--- src/rtl/gate_seq_pkg.sv ---
package gate_seq_pkg;
  typedef enum logic [1:0] {
    CMD_LOW  = 2'b00,
    CMD_HIGH = 2'b01,
    CMD_REL  = 2'b10
  } cmd_e;

  // timer slots
  localparam int unsigned TMR_HS_OFF = 0;
  localparam int unsigned TMR_LS_ON  = 1;
  localparam int unsigned TMR_LS_OFF = 2;
  localparam int unsigned TMR_HS_ON  = 3;
  localparam int unsigned TMR_EN     = 4;
  localparam int unsigned NUM_TMR    = 5;
endpackage

--- src/rtl/gs_delay_timer.sv ---
// fire_o goes high in the N-th consecutive cycle that arm_i is held
module gs_delay_timer #(
  parameter int unsigned N = 4
) (
  input  logic clk_i,
  input  logic rst_ni,
  input  logic arm_i,
  output logic fire_o
);
  localparam int unsigned W    = (N > 1) ? $clog2(N) : 1;
  localparam logic [W-1:0] LAST = W'(N - 1);

  logic [W-1:0] cnt_q;

  assign fire_o = arm_i && (cnt_q == LAST);

  always_ff @(posedge clk_i or negedge rst_ni) begin
    if (!rst_ni)             cnt_q <= '0;
    else if (!arm_i)         cnt_q <= '0;
    else if (cnt_q != LAST)  cnt_q <= cnt_q + 1'b1;
  end
endmodule

--- src/rtl/gs_supply_lockout.sv ---
// hysteretic lockout: trips below the falling level, clears above the rising level
module gs_supply_lockout (
  input  logic clk_i,
  input  logic rst_ni,
  input  logic above_rise_i,
  input  logic above_fall_i,
  output logic ok_o
);
  logic ok_q;

  always_ff @(posedge clk_i or negedge rst_ni) begin
    if (!rst_ni)           ok_q <= 1'b0;
    else if (!above_fall_i) ok_q <= 1'b0;
    else if (above_rise_i)  ok_q <= 1'b1;
  end

  assign ok_o = ok_q;
endmodule

--- src/rtl/deadtime_gate_seq.sv ---
module deadtime_gate_seq
  import gate_seq_pkg::*;
#(
  parameter int unsigned HS_OFF_DLY = 4,
  parameter int unsigned LS_ON_DLY  = 4,
  parameter int unsigned LS_OFF_DLY = 2,
  parameter int unsigned HS_ON_DLY  = 3,
  parameter int unsigned EN_DLY     = 3
) (
  input  logic       clk_i,
  input  logic       rst_ni,
  input  logic [1:0] cmd_i,
  input  logic       hs_gate_low_i,
  input  logic       ls_gate_low_i,
  input  logic       stage_en_i,
  input  logic       ls_skip_ni,
  input  logic       vcin_rise_ok_i,
  input  logic       vcin_fall_ok_i,
  input  logic       boot_ok_i,
  output logic       gh_en_o,
  output logic       gl_en_o
);
  localparam int unsigned DLY_TAB [NUM_TMR] =
    '{HS_OFF_DLY, LS_ON_DLY, LS_OFF_DLY, HS_ON_DLY, EN_DLY};

  logic [NUM_TMR-1:0] arm, fire;
  logic en_q, supply_ok, run;
  logic want_low, want_high;
  logic gh_q, gl_q, gh_d, gl_d;

  gs_supply_lockout u_lockout (
    .clk_i        (clk_i),
    .rst_ni       (rst_ni),
    .above_rise_i (vcin_rise_ok_i),
    .above_fall_i (vcin_fall_ok_i),
    .ok_o         (supply_ok)
  );

  for (genvar i = 0; i < NUM_TMR; i++) begin : g_tmr
    gs_delay_timer #(.N(DLY_TAB[i])) u_tmr (
      .clk_i  (clk_i),
      .rst_ni (rst_ni),
      .arm_i  (arm[i]),
      .fire_o (fire[i])
    );
  end

  assign run       = en_q && supply_ok;
  assign want_low  = run && (cmd_i == CMD_LOW);
  assign want_high = run && (cmd_i == CMD_HIGH);

  assign arm[TMR_EN]     = stage_en_i ^ en_q;
  assign arm[TMR_HS_OFF] = gh_q && want_low;
  assign arm[TMR_LS_ON]  = !gh_q && !gl_q && hs_gate_low_i && want_low && ls_skip_ni;
  assign arm[TMR_LS_OFF] = gl_q && want_high && ls_skip_ni;
  assign arm[TMR_HS_ON]  = !gh_q && !gl_q && ls_gate_low_i && want_high && boot_ok_i;

  always_comb begin
    gh_d = gh_q;
    if (!want_low && !want_high)  gh_d = 1'b0;  // released, disabled or locked out
    else if (fire[TMR_HS_OFF])    gh_d = 1'b0;
    else if (fire[TMR_HS_ON])     gh_d = 1'b1;
  end

  always_comb begin
    gl_d = gl_q;
    if ((!want_low && !want_high) || !ls_skip_ni) gl_d = 1'b0;
    else if (fire[TMR_LS_OFF])                    gl_d = 1'b0;
    else if (fire[TMR_LS_ON])                     gl_d = 1'b1;
  end

  always_ff @(posedge clk_i or negedge rst_ni) begin
    if (!rst_ni) begin
      en_q <= 1'b0;
      gh_q <= 1'b0;
      gl_q <= 1'b0;
    end else begin
      if (fire[TMR_EN]) en_q <= stage_en_i;
      gh_q <= gh_d;
      gl_q <= gl_d;
    end
  end

  assign gh_en_o = gh_q;
  assign gl_en_o = gl_q;
endmodule

--- config.mk ---
export PLATFORM = sky130hd
export DESIGN_NAME = deadtime_gate_seq
export DESIGN_NICKNAME = d
export VERILOG_FILES = /design/src/rtl/gate_seq_pkg.sv /design/src/rtl/gs_delay_timer.sv /design/src/rtl/gs_supply_lockout.sv /design/src/rtl/deadtime_gate_seq.sv
export SDC_FILE = /design/constraint.sdc
export NUM_CORES = 1
export LEC_CHECK = 0
export ABC_CLOCK_PERIOD_IN_PS = 1420
export BUFFER_PORTS_ARGS = -buffer_cell sky130_fd_sc_hd__buf_4
export CAP_MARGIN = 20
export CORE_MARGIN = 1.5
export CORE_UTILIZATION = 30
export CTS_CLUSTER_SIZE = 24
export DETAILED_ROUTE_END_ITERATION = 6
export SLEW_MARGIN = 0
export SYNTH_ARGS = -nofsm -noshare
export SYNTH_HDL_FRONTEND = slang
export SYNTH_SLANG_ARGS = --single-unit
--- constraint.sdc ---
create_clock -name clk_i -period 1.42 [get_ports clk_i]
set_input_delay 0.284 -clock clk_i [delete_from_list [all_inputs] [get_ports clk_i]]
set_output_delay 0.284 -clock clk_i [all_outputs]
set_load 0.01 [all_outputs]
==> flow_summary.json <==
{
  "tightest_slew_ns": 0.284,
  "p_per_area_mw_per_mm2": 1070,
  "crit_slowest_cell": "dfrtp_1",
  "reg2reg_from": "g_tmr[4].u_tmr.cnt_q[0]",
  "first_pass_iters": 4,
  "dp_hpwl_um": 885,
  "path_buf_inv": 2,
  "worst_setup_path_start_kind": "register",
  "syn_avg_cell_area_um2": 11.1,
  "clkTransAtPathRegs_ns": 0.08,
  "routed.top_layer": "met4",
  "cp.depth": 2,
  "wl_met1_um": 465,
  "num_io_pins": 13,
  "n_antenna_cell": 0,
  "ys_seq_area_share_pct": 53.2,
  "via_per_inst": 4.49,
  "syn_area_um2": 612,
  "r2r_cells": 3,
  "cts.sinks": 13,
  "setup_viol": 0,
  "grt_pass1_vias": 401,
  "crit_required_ns": 1.14,
  "drive_above_1_share_pct": 26.0,
  "die_y_um": 48.2,
  "start_util_pct": 31.5,
  "vias": 449,
  "detail_route.iter0.violations": 7,
  "fin_crit_sh_pct": 86.9,
  "cts_buffer_depth": 2,
  "netlist_instances": 55,
  "fin_skew_ns": 0.00502,
  "clock_latency_ns": 0.27,
  "drc": 0,
  "hold_ws_ns": 0.223,
  "hold_violations": 0,
  "ir_worst_vdd_uv": 528,
  "cts-root-buf": "clkbuf_4",
  "final_cell_mix": "dfrtp_1 (13), buf_4 (13), nor2_1 (9), xor2_1 (4), ha_1 (4)",
  "area_growth_pct": 27.4,
  "r2r-end": "en_q",
  "rsz0062_at_grt": "no",
  "cp_cell_sequence": "buf_4 > buf_4",
  "post_cts_resized": 0,
  "maxSlewViolCount": 0,
  "port_buffers": 12,
  "hold_start": "vcin_fall_ok_i",
  "fill_cells": 208,
  "slowest_delay_ns": 0.39,
  "numCtsBuffers": 3,
  "cp-end-kind": "output pin",
  "grt_pass1_wl_mm": 1.75,
  "cts_tree": "built",
  "hold_depth": 2,
  "wl_per_cell_um": 11.1,
  "fin_tns_setup_ns": 0,
  "yosys_register_bits": 13,
  "dieArea_mm2": 0.00232,
  "finalWirelength_mm": 1.11,
  "syn-num-nets": 70,
  "crit_path_max_fanout": 5,
  "relSlewSlack_pct": 80.8,
  "cp_top_family": "flip-flops",
  "holdPathEnd": "u_lockout.ok_o",
  "crit_arrival_ns": 0.95,
  "cpMostUsedCell": "buf_4",
  "regArea_um2": 325,
  "place_congestion": 0.691,
  "globalRouteOverflowTotal": 0,
  "min_period_ns": 1.23,
  "maxCapViolations": 0,
  "fmax_ghz": 0.811,
  "drtAntennaViolNets": 0,
  "track_usage_pct": 11.3,
  "antenna_found_initial": 0,
  "placementRows": 16,
  "multi_input_area_um2": 275,
  "htree_levels": 1,
  "dieWidth_um": 48.2,
  "final_nets": 89,
  "holdCritPathClass": "input pin to register",
  "grt_max_degree": 14,
  "wl_met3_um": 83,
  "route.met2.wl_um": 541,
  "p_leak_nw": 0.388,
  "outcome": "finished clean",
  "crit_type": "register to output pin",
  "yosysWarnings": 0,
  "ys_types": 21,
  "fp.coreArea_mm2": 0.00194,
  "ff2ff_setup_slack_ns": 0.29
}
registers in the layout, indices dropped and copies added (netlist names):
name	flops
en_q	1
gh_en_o	1
g_tmr.u_tmr.cnt_q	9
u_lockout.ok_o	1
gl_en_o	1
final cells by class:
class	count	area share [%]
clock buffer	4	3.37
inverter	3	1.44
multi-input combinational	39	35.3
sequential	13	41.7
tap	27	4.33
timing repair buffer	14	13.8
per-stage QoR:
step / worst slack, ns / util [%] / cell area (um2) / total power, mW / cells
CTS: 0.179 / 40.1 / 779 / 0.844 / 100
global route: 0.144 / 40.1 / 779 / 0.900 / 100
detailed placement: 0.257 / 38.3 / 743 / 0.617 / 95
global placement: 0.294 / 38.3 / 743 / 0.607 / 95
finish: 0.187 / 40.1 / 779 / 0.831 / 100
floorplan: 0.341 / - / 612 / 0.555 / 55
cell usage after synthesis, drive strengths merged:
library cell | instances | area share [%]
nor4 | 2 | 2.0
a21oi | 2 | 1.6
dfrtp | 13 | 53
nand2 | 3 | 1.8
xnor2 | 1 | 1.4
a21boi | 1 | 1.2
nor2 | 9 | 5.5
nor3 | 2 | 1.6
a31oi | 1 | 1.0
ha | 4 | 8.2
and3b | 1 | 1.6
nand3 | 1 | 0.82
mux2 | 1 | 1.8
o32ai | 1 | 1.4
o21a | 1 | 1.2
xor2 | 4 | 5.7
nor4b | 1 | 1.4
mux2i | 2 | 3.3
nor2b | 1 | 1.0
nand4 | 1 | 2.0
inv | 3 | 1.8
cells by family after synthesis:
logic type / count (synthesis) / share of synthesized area (%)
and+or+nand+nor: 21 / 18.0
DFF: 13 / 53.2
AOI/OAI and AO/OA: 6 / 6.55
xor gates and xnor gates: 5 / 7.16
adders and majority gates: 4 / 8.18
buffers and inverters: 3 / 1.84
muxes: 3 / 5.11
layer usage:
metal / up-vias / track usage, %
met5: - / 0
met4: 0 / 4.86
met3: 2 / 5.56
met2: 17 / 16.6
met1: 201 / 14.2
li1: 229 / -
how the worst max path moves through the flow:
stage	slack, ns	to	startpoint
floorplan	0.34	en_q	g_tmr[4].u_tmr.cnt_q[0]
global placement	0.29	g_tmr[3].u_tmr.cnt_q[1]	cmd_i[1]
detailed placement	0.26	g_tmr[3].u_tmr.cnt_q[0]	cmd_i[1]
CTS	0.18	gh_en_o	gh_en_o
global route	0.14	gh_en_o	gh_en_o
finish	0.19	gh_en_o	gh_en_o
what timing repair did:
item / CTS / global route
endpoints found under the setup margin: 0 / 0
buffers inserted: 0 / 0
endpoints found under the hold margin: 13 / 0
hold buffers: 1 / 0
power by group:
group	leakage (nW)	internal, mW	switching, mW	total (mW)
Combinational	0.197	0.0877	0.0816	0.169
Sequential	0.176	0.410	0.0290	0.440
Clock	0.0150	0.109	0.114	0.222
Total	0.388	0.607	0.224	0.831
No activity file was read; power rests on OpenSTA's default activity.
